`src/rtl/bcr_pkg.sv`:
```
package bcr_pkg;

  localparam int FIELD_W = 3;
  localparam int F_SRE   = 0;
  localparam int F_DFB   = 1;
  localparam int F_DIB   = 2;

  typedef enum logic [1:0] {
    RES_OK    = 2'b00,
    RES_UNDEF = 2'b01,
    RES_TRAP  = 2'b10
  } res_e;

  typedef struct packed {
    res_e       res;
    logic [1:0] tgt;
    logic [7:0] syn;
  } verdict_t;

  // Outcome of one access, from level and the gating state above it.
  function automatic verdict_t decide(
    input logic [1:0] lvl,
    input logic       has3,
    input logic       has2,
    input logic       l2en,
    input logic       l2trap,
    input logic       l3en,
    input logic       m32en,
    input logic       halted,
    input logic       sdd,
    input logic [7:0] code
  );
    verdict_t v;
    v = '{res: RES_UNDEF, tgt: 2'd0, syn: 8'd0};
    case (lvl)
      2'd1: if (has2 && l2en && l2trap) v = '{res: RES_TRAP, tgt: 2'd2, syn: code};
      2'd2: begin
        if (!has2)                   v.res = RES_UNDEF;
        else if (has3 && !l3en) begin
          if (!(halted && sdd))      v = '{res: RES_TRAP, tgt: 2'd3, syn: code};
        end
        else if (m32en)              v.res = RES_OK;
      end
      2'd3: if (has3) v.res = RES_OK;
      default: v.res = RES_UNDEF;
    endcase
    return v;
  endfunction

  // Visible field value: forced-zero bits cleared, forced-one bits set (one wins).
  function automatic logic [FIELD_W-1:0] show_bits(
    input logic [FIELD_W-1:0] stored,
    input logic [FIELD_W-1:0] one_m,
    input logic [FIELD_W-1:0] zero_m
  );
    return (stored & ~zero_m) | one_m;
  endfunction

  // Next stored value: write-ignored bits keep their old contents.
  function automatic logic [FIELD_W-1:0] merge_write(
    input logic [FIELD_W-1:0] stored,
    input logic [FIELD_W-1:0] wd,
    input logic [FIELD_W-1:0] wi_m
  );
    return (stored & wi_m) | (wd & ~wi_m);
  endfunction

endpackage

```
`src/rtl/bcr_arbiter.sv`:
```
module bcr_arbiter
  import bcr_pkg::*;
#(
  parameter bit         HAS_L3    = 1'b1,
  parameter bit         HAS_L2    = 1'b1,
  parameter logic [7:0] TRAP_CODE = 8'h03
) (
  input  logic       req_valid,
  input  logic [1:0] lvl,
  input  logic       ns,
  input  logic       l2_en,
  input  logic       l2_trap,
  input  logic       l3_acc_en,
  input  logic       m32_acc_en,
  input  logic       halted,
  input  logic       sdd,
  output verdict_t   verdict,
  output logic       sel
);

  always_comb begin
    verdict = '{res: RES_OK, tgt: 2'd0, syn: 8'd0};
    if (req_valid)
      verdict = decide(lvl, HAS_L3, HAS_L2, l2_en, l2_trap, l3_acc_en,
                       m32_acc_en, halted, sdd, TRAP_CODE);
  end

  generate
    if (HAS_L3) begin : g_banked
      assign sel = ns;
    end else begin : g_single
      assign sel = 1'b1;
    end
  endgenerate

endmodule

```
`src/rtl/bcr_view.sv`:
```
module bcr_view
  import bcr_pkg::*;
#(
  parameter bit IS_NS       = 1'b0,
  parameter bit HAS_L3      = 1'b1,
  parameter bit HAS_L2      = 1'b1,
  parameter bit IRQ_BYP_OK  = 1'b1,
  parameter bit FIQ_BYP_OK  = 1'b1,
  parameter bit SYSREG_ONLY = 1'b0
) (
  input  logic [FIELD_W-1:0] stored,
  input  logic               l3_sre,
  input  logic               l2_sre,
  output logic [FIELD_W-1:0] shown,
  output logic [FIELD_W-1:0] wi_mask
);

  localparam logic [FIELD_W-1:0] ONE_M =
    (FIELD_W'(!IRQ_BYP_OK) << F_DIB) |
    (FIELD_W'(!FIQ_BYP_OK) << F_DFB) |
    (FIELD_W'(SYSREG_ONLY) << F_SRE);

  logic               sre_gated;
  logic [FIELD_W-1:0] zero_m;

  always_comb begin
    sre_gated = (HAS_L3 && !l3_sre) || (IS_NS && HAS_L2 && !l2_sre);
    zero_m    = FIELD_W'(sre_gated) << F_SRE;
    shown     = show_bits(stored, ONE_M, zero_m);
    wi_mask   = ONE_M | zero_m;
  end

endmodule

```
`src/rtl/bcr_store.sv`:
```
module bcr_store
  import bcr_pkg::*;
#(
  parameter int COPIES = 2
) (
  input  logic                            clk,
  input  logic                            rst_n,
  input  logic [COPIES-1:0]               we,
  input  logic [COPIES-1:0][FIELD_W-1:0]  nxt,
  output logic [COPIES-1:0][FIELD_W-1:0]  q
);

  for (genvar g = 0; g < COPIES; g++) begin : g_copy
    always_ff @(posedge clk or negedge rst_n) begin
      if (!rst_n)     q[g] <= '0;
      else if (we[g]) q[g] <= nxt[g];
    end
  end

  AST_CLEAR_AFTER_RESET: assert property (@(posedge clk) disable iff (!rst_n)
    $rose(rst_n) |-> q == '0);

endmodule

```
`src/rtl/banked_ctl_reg.sv`:
```
module banked_ctl_reg
  import bcr_pkg::*;
#(
  parameter int         DATA_W      = 32,
  parameter bit         HAS_L3      = 1'b1,
  parameter bit         HAS_L2      = 1'b1,
  parameter bit         IRQ_BYP_OK  = 1'b1,
  parameter bit         FIQ_BYP_OK  = 1'b1,
  parameter bit         SYSREG_ONLY = 1'b0,
  parameter logic [7:0] TRAP_CODE   = 8'h03
) (
  input  logic              clk,
  input  logic              rst_n,
  input  logic              req_valid,
  input  logic              req_write,
  input  logic [1:0]        req_level,
  input  logic              req_ns,
  input  logic [DATA_W-1:0] req_wdata,
  input  logic              l2_enabled,
  input  logic              l2_trap_en,
  input  logic              l3_access_en,
  input  logic              m32_access_en,
  input  logic              dbg_halted,
  input  logic              dbg_secure_off,
  input  logic              l3_sre,
  input  logic              l2_sre,
  output logic [DATA_W-1:0] rdata,
  output logic [1:0]        result,
  output logic [1:0]        trap_level,
  output logic [7:0]        syndrome
);

  localparam int COPIES = 2;
  localparam int PAD_W  = DATA_W - FIELD_W;

  verdict_t                          vd;
  logic                              sel;
  logic                              wr_commit;
  logic                              rd_ok;
  logic [COPIES-1:0]                 we;
  logic [COPIES-1:0][FIELD_W-1:0]    store_q;
  logic [COPIES-1:0][FIELD_W-1:0]    store_nxt;
  logic [COPIES-1:0][FIELD_W-1:0]    shown;
  logic [COPIES-1:0][FIELD_W-1:0]    wi_mask;

  bcr_arbiter #(
    .HAS_L3    (HAS_L3),
    .HAS_L2    (HAS_L2),
    .TRAP_CODE (TRAP_CODE)
  ) u_arb (
    .req_valid  (req_valid),
    .lvl        (req_level),
    .ns         (req_ns),
    .l2_en      (l2_enabled),
    .l2_trap    (l2_trap_en),
    .l3_acc_en  (l3_access_en),
    .m32_acc_en (m32_access_en),
    .halted     (dbg_halted),
    .sdd        (dbg_secure_off),
    .verdict    (vd),
    .sel        (sel)
  );

  for (genvar g = 0; g < COPIES; g++) begin : g_bank
    bcr_view #(
      .IS_NS       (g == 1),
      .HAS_L3      (HAS_L3),
      .HAS_L2      (HAS_L2),
      .IRQ_BYP_OK  (IRQ_BYP_OK),
      .FIQ_BYP_OK  (FIQ_BYP_OK),
      .SYSREG_ONLY (SYSREG_ONLY)
    ) u_view (
      .stored  (store_q[g]),
      .l3_sre  (l3_sre),
      .l2_sre  (l2_sre),
      .shown   (shown[g]),
      .wi_mask (wi_mask[g])
    );
    assign we[g]        = wr_commit && (sel == 1'(g));
    assign store_nxt[g] = merge_write(store_q[g], req_wdata[FIELD_W-1:0], wi_mask[g]);
  end

  bcr_store #(.COPIES(COPIES)) u_store (
    .clk   (clk),
    .rst_n (rst_n),
    .we    (we),
    .nxt   (store_nxt),
    .q     (store_q)
  );

  assign wr_commit  = req_valid &&  req_write && (vd.res == RES_OK);
  assign rd_ok      = req_valid && !req_write && (vd.res == RES_OK);
  assign rdata      = rd_ok ? {{PAD_W{1'b0}}, shown[sel]} : '0;
  assign result     = vd.res;
  assign trap_level = vd.tgt;
  assign syndrome   = vd.syn;

  AST_RES0_READ: assert property (@(posedge clk) disable iff (!rst_n)
    req_valid |-> rdata[DATA_W-1:FIELD_W] == '0);
  AST_WRITE_NO_ECHO: assert property (@(posedge clk) disable iff (!rst_n)
    (req_valid && req_write && (|req_wdata[DATA_W-1:FIELD_W])) |-> rdata == '0);
  AST_L0_UNDEF: assert property (@(posedge clk) disable iff (!rst_n)
    (req_valid && req_level == 2'd0) |-> result == RES_UNDEF);
  AST_TRAP_FIELDS: assert property (@(posedge clk) disable iff (!rst_n)
    (result == RES_TRAP) |-> (syndrome == TRAP_CODE && trap_level[1]));
  AST_QUIET_IDLE: assert property (@(posedge clk) disable iff (!rst_n)
    !req_valid |-> (result == RES_OK && rdata == '0 && syndrome == 8'd0));
  AST_HOLD_ON_FAULT: assert property (@(posedge clk) disable iff (!rst_n)
    (req_valid && req_write && result != RES_OK) |=> $stable(store_q));
  AST_SRE_GATED: assert property (@(posedge clk) disable iff (!rst_n)
    (rd_ok && HAS_L3 && !SYSREG_ONLY && !l3_sre) |-> rdata[F_SRE] == 1'b0);
  AST_SRE_PINNED: assert property (@(posedge clk) disable iff (!rst_n)
    (rd_ok && SYSREG_ONLY) |-> rdata[F_SRE] == 1'b1);

endmodule

```
`config.mk`:
```
export PLATFORM = sky130hd
export DESIGN_NAME = banked_ctl_reg
export DESIGN_NICKNAME = d
export VERILOG_FILES = /design/src/rtl/bcr_pkg.sv /design/src/rtl/bcr_arbiter.sv /design/src/rtl/bcr_view.sv /design/src/rtl/bcr_store.sv /design/src/rtl/banked_ctl_reg.sv
export SDC_FILE = /design/constraint.sdc
export NUM_CORES = 1
export LEC_CHECK = 0
export ABC_AREA = 1
export BUFFER_PORTS_ARGS = -buffer_cell sky130_fd_sc_hd__buf_2
export CAP_MARGIN = 15
export CORE_MARGIN = 2
export CORE_UTILIZATION = 36
export CTS_CLUSTER_DIAMETER = 40
export DETAILED_ROUTE_END_ITERATION = 16
export PLACE_DENSITY = 0.82
export SLEW_MARGIN = 20
export SYNTH_ARGS = -nofsm -noshare
export SYNTH_HDL_FRONTEND = slang
export SYNTH_HIERARCHICAL = 1
export SYNTH_SLANG_ARGS = --single-unit
```
`constraint.sdc`:
```
create_clock -name clk -period 1.2 [get_ports clk]
set_clock_uncertainty 0.15 [all_clocks]
set_input_delay 0.12 -clock clk [delete_from_list [all_inputs] [get_ports clk]]
set_output_delay 0.12 -clock clk [all_outputs]
set_load 0.02 [all_outputs]
```
After elaboration in Yosys (flattened, before gate mapping)
Cells that the tools add are included.
{"block": "classes", "add_sub_neg": 0, "mul": 0, "div": 0, "magnitude_cmp": 1, "eq_ne": 3, "shift": 0, "n_mux": 11, "n_bitwise": 11, "n_reduce_logical": 13}
{"operator": "$mux W12", "n": 3}
{"operator": "$pmux W10 S2", "n": 1}
{"operator": "$and A3 B3 Y3", "n": 4}
{"operator": "$mux W10", "n": 1}
{"operator": "$mux W3", "n": 3}
{"operator": "$logic_and A1 B1 Y1", "n": 8}
{"operator": "$and A3 B1 Y3", "n": 2}
{"operator": "$not A1 Y3", "n": 2}
{"operator": "$or A3 B3 Y3", "n": 2}
{"operator": "$pmux W2 S3", "n": 1}
{"operator": "$eq A2 B2 Y1 const B", "n": 2}
{"operator": "$logic_not A1 Y1", "n": 3}
{"operator": "$eq A2 B1 Y1 const B", "n": 1}
{"operator": "$logic_not A2 Y1", "n": 1}
{"operator": "$lt A1 B2 Y1 const B", "n": 1}
{"operator": "$mux W2", "n": 1}
{"operator": "$logic_or A1 B1 Y1", "n": 1}
{"operator": "$mux W1", "n": 1}
{"operator": "$not A1 Y1", "n": 1}
{"block": "word_totals", "reg_bits": 6, "latch_bits": 0, "mem_bits_rw": 0, "rom_bits": 0, "out_inout_bits": 44, "n_memories": 0}

Depth between registers and ports, before layout
Gate-level depths: netlist (run 1).
{"block": "logic_depth", "ltp_word": 8, "depth_mapped": 10}

Modules after synthesis
Netlist (run 1), hierarchy kept.
{"mod": "banked_ctl_reg", "n_inst": 1, "cells_each": 72, "area_each_um2": 395.4, "seq_area_each_um2": 0.0}
{"mod": "bcr_store", "n_inst": 1, "cells_each": 26, "area_each_um2": 225.2, "seq_area_each_um2": 150.1}
{"mod": "bcr_arbiter", "n_inst": 1, "cells_each": 31, "area_each_um2": 191.4, "seq_area_each_um2": 0.0}
{"mod": "bcr_view at g_bank[1].u_view", "n_inst": 1, "cells_each": 9, "area_each_um2": 57.6, "seq_area_each_um2": 0.0}
{"mod": "bcr_view at g_bank[0].u_view", "n_inst": 1, "cells_each": 9, "area_each_um2": 52.6, "seq_area_each_um2": 0.0}

Worst setup path after synthesis (run 1)
Ideal clock, no wire load.
{"block": "synth_path", "kind": "input port to flip-flop", "from": "input port req_level[1]", "to": "register u_store/q[1] in the netlist's numbering", "t_arrival_ns": 1.240, "required_ns": 0.934, "slack_ns": -0.307, "stages": 10, "n_path_buf": 0, "cell_sequence": "inv_1 -> ha_1 -> a21oi_1 -> a21oi_1 -> nor2_1 -> nand3_1 -> nor2_1 -> inv_2 -> nand2_1 -> nand2_1"}
{"block": "synth_between", "elab_chain_cells": 6}
{"item": "start: declaration", "line_no": "banked_ctl_reg.sv:16", "source": "input logic [1:0] req_level,"}
{"item": "$eq A2 B2 Y1 / $eq A2 B1 Y1 (equally long branches)", "line_no": "bcr_pkg.sv:35", "source": "case (lvl)"}
{"item": "$pmux W2 S3 *", "line_no": "bcr_pkg.sv:35"}
{"item": "$mux W12 *", "line_no": "bcr_arbiter.sv:23", "source": "if (req_valid)"}
{"item": "via result[0]", "line_no": "banked_ctl_reg.sv:28", "source": "output logic [1:0] result,"}
{"item": "$logic_not A2 Y1 *", "line_no": "banked_ctl_reg.sv:91", "source": "assign wr_commit = req_valid && req_write && (vd.res == RES_OK);"}
{"item": "$logic_and A1 B1 Y1 *", "line_no": "banked_ctl_reg.sv:91"}
{"item": "$logic_and A1 B1 Y1 *", "line_no": "banked_ctl_reg.sv:79", "source": "assign we[g] = wr_commit && (sel == 1'(g));"}
{"item": "via we[0]", "line_no": "banked_ctl_reg.sv:40", "source": "logic [COPIES-1:0] we;"}
{"item": "end signal: indexed assignment", "line_no": "bcr_store.sv:16", "source": "else if (we[g]) q[g] <= nxt[g];"}
{"item": "end: declaration", "line_no": "bcr_store.sv:10", "source": "output logic [COPIES-1:0][FIELD_W-1:0] q"}
Mark *: on every way through the listed nets, which the timed path passes. The rest lies on a longest branch.
A chain may end at the register's enable or synchronous reset.

Final worst setup path (run 1)
{"block": "layout_path", "from": "input port req_level[1]", "to": "output port rdata[1]"}
{"block": "layout_between", "elab_chain_cells": 6}
{"item": "$eq A2 B2 Y1 / $eq A2 B1 Y1 (equally long branches)", "line_no": "bcr_pkg.sv:35"}
{"item": "$pmux W2 S3 *", "line_no": "bcr_pkg.sv:35"}
{"item": "$mux W12 *", "line_no": "bcr_arbiter.sv:23"}
{"item": "$logic_not A2 Y1 *", "line_no": "banked_ctl_reg.sv:92", "source": "assign rd_ok = req_valid && !req_write && (vd.res == RES_OK);"}
{"item": "$logic_and A1 B1 Y1 *", "line_no": "banked_ctl_reg.sv:92"}
{"item": "$mux W3 *", "line_no": "banked_ctl_reg.sv:93", "source": "assign rdata = rd_ok ? {{PAD_W{1'b0}}, shown[sel]} : '0;"}
{"item": "end: declaration", "line_no": "banked_ctl_reg.sv:27", "source": "output logic [DATA_W-1:0] rdata,"}
Mark *: on every way between the ends. The rest lies on a longest branch, timed or not.

==> results.txt, run 1 <==
Worst R2R Start: u_store/q[3]
Clk pin slew, worst setup/hold paths: 0.04 ns
Clk_lat worst skew: 0.24 ns
Largest Register: u_store/q
Post-Synthesis Cells: 147
CP max-delay cell: or2_4
Most frequent cell after synthesis: buf_4
Max-capacitance violation count: 0
Nets: 226
RSZ-0062 raised after global routing: true
Critical path cell sequence: buf_12, inv_12, ha_4, or2_4, a21oi_4, nor2_4, nand2_4, nor2_1, buf_4
Multi-input gate area: 605.6 um^2
Number of global-route vias before repair: 681
Crit path buf inv count: 3
Post-synthesis adder-cell area fraction: 4.071%
Antenna Nets Post-Route: 0
FP Rows: 18
Chip Height: 54.61 um
Non-filler cells, final: 204
FF/Latch Area: 150.1 um^2
CP peak stage delay: 0.23 ns
Routed wire length: 1.615 mm
Number of synthesized register bits: 6
Post-Syn Area: 922.1 um^2
Top flop regs: u_store/q: 6 flops
Seq/Total Area, Yosys: 16.28%
Core Region: 0.002455 mm^2
Final-report hold violation count: 0
Iteration count of the initial detailed-routing pass: 4
DR WL met2: 885 um
VDD IR max: 0.0003747 V
DP Worst Slack: -0.4702 ns
Syn Area/Cell: 6.273 um^2
Synth top area share: 39.08%
Distinct cells, synth: 17
Combinational family with the most area after synthesis: buffers and inverters
Synth Flop Type: dfrtp_1
Critical R2R Capture: u_store/q[3]
EDFF count, synth: 0
Vias per Instance: 3.833
Port buffer count: 26
Pwr Density: 769.7 mW/mm^2
Commonest cells post-synth: 48 x buf_4, 34 x nand2_1, 17 x inv_1, 14 x nor2_1
Synth Area in XOR/XNOR: 0%
CP Class: input pin to primary output
R2R Setup Slk: 0.19 ns
Max-slew violation count: 0
Share of cells above drive strength 1: 38.51%
Synth top area cells: buf_4 39%, dfrtp_1 16%, nand2_1 14%
CTS Buf Count: 3
Gr ovfl total: 0
Fin crit share: 117.9%
CTS sink count: 6
Fmax: 706.9 MHz
Post-route setup slack: -0.2146 ns
Die width: 54.61 um
Placed cells: 198
# fillers: 244
Status: finished with violations
Initial antenna violation count: 0
RD Place Congestion: 0.7591
Worst-path maximum fanout: 3
Routed len/inst: 7.917 um
DR vias: 782
Worst EP required: 0.93 ns
Clock tree buffer depth: 2
Crit end category: primary output
Largest net degree at the start of global routing: 9
Synth area leader: buf_4
Initial core utilization: 37.56%
Worst Hold Class: input pin to async pin
Crit-path leading delay family: simple AND/OR/NAND/NOR gates
DRT iter0 DRCs: 2
Max reg flops: 6
Min cycle time layout: 1.415 ns
CTS tree: built
First-pass GRT wire length: 2.518 mm
IO Count: 91
Final setup viols: 15
R2R depth: 5
Layout area overhead: 30.80%
Mux cell area share after synthesis: 0%
DPL Wire Length: 1.325 mm
GRT Overall Usage: 11.75%
Startpoint Class: input pin
Worst Path Arrival: 1.14 ns
M1 WL: 575 um
Synth Area in Compound Gates: 5.834%
H-tree levels: 1
CTS Root Cell: clkbuf_4
Failing checks: setup timing
Ys async rst share: 100.0%
Top Layer Used: met4
Synth Area in Simple Gates: 23.74%
Met3 wire len: 127 um
Yosys warns: 6
Lkg Pwr: 0.6680 nW
# DRC: 0
Die Area: 0.002982 mm^2
Ant diodes: 0
[cells in the final DEF, fill, tap and decap left out, types with 2 or more instances in the layout]
cell and count:
buf_6 8, a21oi_4 4, inv_1 14, nor2_4 5
nor2_2 3, nor2_1 7, clkbuf_4 3, nand3_2 3
inv_2 3, ha_4 2, o21ai_1 6, buf_2 16
dfrtp_1 6, buf_4 11, nand2_1 33, conb_1 39
[worst max-delay path by stage]
stage | start | endpoint | cells past startpoint
after floorplan | req_level[1] | u_store/q[0] | 10
after global placement | req_level[1] | u_store/q[0] | 11
after detailed placement | req_level[1] | u_store/q[0] | 11
after CTS | req_level[1] | rdata[1] | 9
after global routing | req_level[1] | rdata[1] | 9
final | req_level[1] | rdata[1] | 9
[stage by stage]
step                      area [um^2]  hold WS, ns  setup TNS, ns  total power (W)  utilization [%]
final                            1206      0.06912         -1.365        0.0009283            49.13
after global routing             1206      0.08945         -2.224        0.0009937            49.13
after CTS                        1160      0.07252         -1.405        0.0009085            47.25
after detailed placement         1026      -0.1987         -4.430        0.0006862            41.79
after global placement           1026      -0.1980         -4.096        0.0006763            41.79
after floorplan                  1162      -0.3256         -1.318        0.0007132                -
[cell type report]
type / instances / area share (%)
clock buffer: 3 / 1.867
inverter: 20 / 7.676
multi-input combinational: 107 / 50.21
sequential: 6 / 12.45
tap: 30 / 3.112
timing repair buffer: 38 / 24.69
[kinds of logic after synthesis]
kind of cell    Yosys count
other cells               4
compound gates           10
simple gates             55
flops                     6
fa+ha+maj                 3
buf+inv                  69
[power breakdown]
part / total, W / switching [W] / internal, W
registers: 0.000285 / 0.0000351 / 0.000249
clock network: 0.000185 / 0.0000721 / 0.000113
logic: 0.000459 / 0.000287 / 0.000172
total: 0.000928 / 0.000394 / 0.000534
[repair_timing]
action,CTS,global route
resized for setup,28,10
pin swaps,7,2
cloned,0,0
endpoints found under the hold margin,6,0
hold buffers,1,0
setup buffers,2,2
endpoints found under the setup margin,15,15
[metal layers]
layer | up-vias | global-route usage [%]
met1 | 345 | 11.61
met5 | - | 0
met3 | 3 | 2.459
li1 | 400 | -
met4 | 0 | 6.250
met2 | 34 | 22.42
[worst reg2reg max path, cell delays in order (launching register included)]
cell	delay (ns)
dfrtp_1	0.39
buf_4	0.14
nand2_1	0.04
o21ai_1	0.06
nand2_1	0.07
nand2_1	0.05
No activity file was read; power rests on OpenSTA's default activity.
==> inputs of run 2 (changes only) <==
==> constraint.sdc (replaced) <==
create_clock -name clk -period 1.2 [get_ports clk]
set_clock_uncertainty 0.15 [all_clocks]
set_input_delay 0.24 -clock clk [delete_from_list [all_inputs] [get_ports clk]]
set_output_delay 0.24 -clock clk [all_outputs]
set_load 0.02 [all_outputs]
==> run 2 against run 1 <==
Against the previous run:
- the flow still finishes with violations (setup timing)
- critical path type unchanged
- worst setup slack lost 0.21 ns
- global-route usage grew 0.91 points
- die area is the same
- fmax shrank 13%
- final area grew 15%
- sequential cell count is the same
- highest routed layer is now met3
==> results.txt, run 2 (synthesized netlist as in run 1, its figures left out) <==
Clk pin slew, worst setup/hold paths: 0.04 ns (about the same)
Total power: 0.001024 W (+10%)
Routing usage on met3: 3.279% (+0.82 points)
Max-slew violation count: 0 (unchanged)
DR vias: 780 (-0.26%)
Worst-path maximum fanout: 3 (unchanged)
WHS: 0.2035 ns (+0.1343 ns)
Nets: 237 (+4.9%)
Crit end category: primary output
Top flop regs: u_store/q: 6 flops
Worst Hold Class: input pin to flip-flop
Iteration count of the initial detailed-routing pass: 4 (unchanged)
Worst R2R Start: u_store/q[0]
Post-route setup slack: -0.4268 ns (-0.2123 ns)
Largest net degree at the start of global routing: 9 (unchanged)
Routed len/inst: 8.181 um (+3.3%)
Gr busiest metal: met2
CTS Root Cell: clkbuf_4
CTS Buf Count: 3 (unchanged)
Status: finished with violations
Clock tree buffer depth: 2 (unchanged)
Largest Register: u_store/q
Routed wire length: 1.759 mm (+8.9%)
Vias per Instance: 3.628 (-5.4%)
Initial antenna violation count: 0 (unchanged)
H-tree levels: 1 (unchanged)
Startpoint Class: input pin
Sum Neg Setup Slack: -4.761 ns (-3.397 ns)
Fin crit share: 135.6% (+18 points)
Final setup viols: 15 (unchanged)
First-pass GRT wire length: 2.663 mm (+5.8%)
Layout area overhead: 50.20%
GRT Overall Usage: 12.66% (+0.91 points)
Worst Path Arrival: 1.24 ns (+0.10 ns)
Pwr Density: 739.0 mW/mm^2 (-4.0%)
RSZ-0062 raised after global routing: true
Max reg flops: 6 (unchanged)
CP Class: input pin to primary output
# DRC: 0 (unchanged)
Commonest non-fill, non-tap cell in the layout: conb_1
Max-capacitance violation count: 0 (unchanged)
Worst EP required: 0.81 ns (-0.12 ns)
RD Place Congestion: 0.6629 (-13%)
Met1 Track Usage GR: 14.26% (+2.7 points)
DRT iter0 DRCs: 5 (+3)
Port buffer count: 26 (unchanged)
Final-report hold violation count: 0 (unchanged)
Fmax: 614.7 MHz (-13%)
Min cycle time layout: 1.627 ns (+0.2123 ns)
Failing checks: setup timing
Ant diodes: 0 (unchanged)
Chip Height: 54.61 um (unchanged)
CP startpoint: req_level[1]
VDD IR max: 0.0004029 V (+7.5%)
Initial core utilization: 37.56% (unchanged)
CTS tree: built
Most frequent cells in the layout: 39 x conb_1, 32 x nand2_1, 17 x buf_4, 15 x inv_1, 15 x buf_2
IO Count: 91 (unchanged)
Met2 Use GR: 21.83% (-0.60 points)
Core Region: 0.002455 mm^2 (unchanged)
FP Rows: 18 (unchanged)
Clk_lat worst skew: 0.24 ns (about the same)
CTS sink count: 6 (unchanged)
Hold Path Origin: req_wdata[2]
Lkg Pwr: 0.7435 nW (+11%)
Gr ovfl total: 0 (unchanged)
Number of global-route vias before repair: 676 (-0.73%)
Die width: 54.61 um (unchanged)
Share of cells above drive strength 1: 42.16% (+3.7 points)
DPL Wire Length: 1.356 mm (+2.3%)
Antenna Nets Post-Route: 0 (unchanged)
Die Area: 0.002982 mm^2 (unchanged)
[run 2: critical path: stages]
cell and delay, ns:
buf_12 0.10, inv_12 0.03, ha_4 0.15, or2_4 0.23, a21oi_4 0.15, nor2_4 0.06, nand2_4 0.10, nor2_4 0.05
buf_6 0.12
[run 2: timing repair]
action | CTS | global route
resized for setup | 33 | 3
buffers inserted | 3 | 3
hold endpoints to repair | 6 | 0
pin swaps | 5 | 5
setup endpoints to repair | 15 | 15
hold buffers | 1 | 0
[run 2: layout make-up]
| cell class | instances | area, um^2 |
|---|---|---|
| Clock buffer | 3 | 22.52 |
| Timing Repair Buffer | 49 | 419.2 |
| Inverter | 20 | 100.1 |
| Multi-Input combinational cell | 107 | 655.6 |
| Sequential cell | 6 | 150.1 |
| Tap cell | 30 | 37.54 |
| Fill cell | 219 | 1070 |
[run 2: final timing paths]
path,slack (ns),end,cells after the start
max in group asynchronous,0.51,u_store/q[1],2
hold / removal,0.20,u_store/q[5],5
setup reg to reg,0.22,u_store/q[0],5
hold reg to reg,0.41,u_store/q[4],3
min in group asynchronous,0.25,u_store/q[0],2
setup / recovery,-0.43,rdata[2],9
[run 2: report_power, final]
group | leakage (nW) | total, W | switching [W] | internal, W
Sequential | 0.0778 | 0.000273 | 0.0000235 | 0.000249
Clock | 0.0138 | 0.000183 | 0.0000699 | 0.000113
Combinational | 0.652 | 0.000568 | 0.000324 | 0.000244
[run 2: metal layers]
layer / wire (um) / share of wire, % / up-vias
met2: 999 / 57 / 29
met1: 653 / 37 / 328
met4: 0 / 0 / 0
li1: - / - / 423
met3: 106 / 6.0 / 0
met5: 0 / 0 / -
[run 2: metrics by stage]
step,util (%),cell area (um^2),cells,worst slack (ns)
after floorplan,-,1252,182,-0.3080
after global placement,47.30,1161,205,-0.5836
after detailed placement,47.30,1161,205,-0.6112
after CTS,54.89,1348,212,-0.4212
after global routing,56.42,1385,215,-0.4689
final,56.42,1385,215,-0.4268
==> inputs of run 3 (changes only) <==
Settings changed: SKIP_CTS_REPAIR_TIMING set to 1.
==> run 3 against run 2 <==
Against the previous run:
- the flow still finishes with violations (setup timing)
- fmax grew 0.31%
- routed wire length shrank 9.4%
- cell count shrank 1.9%
==> results.txt, run 3 (synthesized netlist as in run 1, its figures left out) <==
Status: finished with violations
Failing checks: setup timing
GRT Overall Usage: 11.19% (-1.5 points)
Switch share: 40.98% (+0.22 points)
Max reg flops: 6 (unchanged)
Gr ovfl total: 0 (unchanged)
DR vias: 761 (-2.4%)
Share of cells above drive strength 1: 41.44% (-0.73 points)
CTS tree: built
CP peak stage delay: 0.23 ns (about the same)
Total power: 0.0009995 W (-2.4%)
RD Place Congestion: 0.6629 (unchanged)
CTS Buf Count: 3 (unchanged)
Critical Path Sink: rdata[1]
Clk_lat worst skew: 0.24 ns (about the same)
Crit path buf inv count: 3 (unchanged)
CP Class: input pin to primary output
Cell mode on critical path: nor2_4
Routed wire length: 1.594 mm (-9.4%)
P_sw: 0.0004096 W (-1.8%)
Sum Neg Setup Slack: -4.046 ns (+0.7152 ns)
Crit-path leading delay family: simple AND/OR/NAND/NOR gates
Max-slew violation count: 0 (unchanged)
Critical R2R Capture: u_store/q[0]
Crit end category: primary output
Worst-path maximum fanout: 3 (unchanged)
Ant diodes: 0 (unchanged)
CP startpoint: req_level[1]
R2R depth: 5 (unchanged)
# fillers: 220 (+0.46%)
Clk pin slew, worst setup/hold paths: 0.04 ns (about the same)
Die Area: 0.002982 mm^2 (unchanged)
Core Region: 0.002455 mm^2 (unchanged)
Die width: 54.61 um (unchanged)
DPL Wire Length: 1.356 mm (unchanged)
Clock share of power: 18.3% (+0.4 points)
Worst Path Arrival: 1.23 ns (about the same)
Worst R2R Start: u_store/q[0]
RSZ-0062 raised after global routing: true
Worst EP required: 0.81 ns (about the same)
Chip Height: 54.61 um (unchanged)
Antenna Nets Post-Route: 0 (unchanged)
Largest net degree at the start of global routing: 9 (unchanged)
Min cycle time layout: 1.622 ns (-0.005079 ns)
Fin crit share: 135.1% (-0.42 points)
DRT iter0 DRCs: 4 (-1)
Lkg Pwr: 0.7156 nW (-3.8%)
Hold Crit Depth: 5 (unchanged)
Part of the power in combinational logic: 54.4% (-1.1 points)
Startpoint Class: input pin
FP Rows: 18 (unchanged)
CTS Root Cell: clkbuf_4
Top flop regs: u_store/q: 6 flops
VDD IR max: 0.0003993 V (-0.89%)
CTS sink count: 6 (unchanged)
Final setup viols: 15 (unchanged)
# DRC: 0 (unchanged)
Nets: 233 (-1.7%)
Vias per Instance: 3.607 (-0.59%)
Final-report hold violation count: 0 (unchanged)
R2R Setup Slk: 0.22 ns (about the same)
Initial core utilization: 37.56% (unchanged)
Port buffer count: 26 (unchanged)
CP Depth: 9 (unchanged)
IO Count: 91 (unchanged)
Commonest non-fill, non-tap cell in the layout: conb_1
Number of global-route vias before repair: 643 (-4.9%)
Iteration count of the initial detailed-routing pass: 4 (unchanged)
Post-route setup slack: -0.4218 ns (+0.005079 ns)
Routed len/inst: 7.555 um (-7.7%)
Internal cell power: 0.0005899 W (-2.7%)
Clock tree buffer depth: 2 (unchanged)
H-tree levels: 1 (unchanged)
Fmax: 616.6 MHz (+0.31%)
Layout area overhead: 43.42%
First-pass GRT wire length: 2.380 mm (-11%)
Largest Register: u_store/q
Register share of total power: 27.3% (+0.7 points)
Max-capacitance violation count: 0 (unchanged)
Initial antenna violation count: 0 (unchanged)
Critical path cell sequence: buf_12, inv_12, ha_4, or2_4, a21oi_4, nor2_4, nand2_4, nor2_4, buf_6
CP max-delay cell: or2_4
Worst Hold Class: input pin to flip-flop
Most frequent cells in the layout: 39 x conb_1, 31 x nand2_1, 18 x buf_4, 15 x inv_1, 15 x buf_2
Pwr Density: 755.7 mW/mm^2 (+2.3%)
run 3: changes by cell type in the layout (fill, tap and decap cells not counted):
cell and delta:
buf_12 -1, buf_4 +1, buf_6 -4, nand2_1 -1, nand2_2 +1, nand3_2 +1
nand3_4 -1
run 3: power by group through the flow:
stage	combinational, W	sequential [W]	clock, W
floorplan	0.000470	0.000279	0
global placement	0.000490	0.000274	0
detailed placement	0.000498	0.000275	0
CTS	0.000499	0.000273	0.000196
global route	0.000606	0.000280	0.000201
finish	0.000544	0.000273	0.000183
run 3: how the worst min path moves through the flow:
stage / from / to / slack, ns
final: req_wdata[2] / u_store/q[5] / 0.20
after global routing: rst_n / u_store/q[1] / 0.23
after CTS: rst_n / u_store/q[0] / -0.34
after detailed placement: rst_n / u_store/q[0] / -0.08
after global placement: rst_n / u_store/q[0] / -0.08
after floorplan: rst_n / u_store/q[0] / -0.21
run 3: per-stage QoR:
step                      hold slack (ns)  utilization, %  setup WS (ns)  instance area, um^2  cells
after CTS                         -0.3430           48.22        -0.6112                 1184    208
after floorplan                   -0.2056               -        -0.3080                 1252    182
after global placement           -0.08080           47.30        -0.5836                 1161    205
after global routing               0.2288           53.87        -0.4581                 1323    211
final                              0.2035           53.87        -0.4218                 1323    211
after detailed placement         -0.07817           47.30        -0.6112                 1161    205
run 3: per-layer routing:
metal	global-route usage [%]	wire (um)	vias up
met5	0	0	-
met4	6.250	0	0
met1	13.10	612	317
li1	-	-	415
met3	3.279	99	0
met2	18.06	883	29
run 3: worst reg2reg max path: stages, from the launching register on:
cell and delay, ns:
dfrtp_1 0.37, buf_4 0.14, nand2_1 0.04, o21ai_1 0.06
nand2_1 0.07, nand2_1 0.05
run 3: area by class of cell:
type | instances | area, um^2 | share of cell area [%]
Multi-Input combinational cell | 107 | 650.6 | 49.20
Timing Repair Buffer | 45 | 361.6 | 27.34
Sequential cell | 6 | 150.1 | 11.35
Inverter | 20 | 100.1 | 7.569
Tap cell | 30 | 37.54 | 2.838
Clock buffer | 3 | 22.52 | 1.703
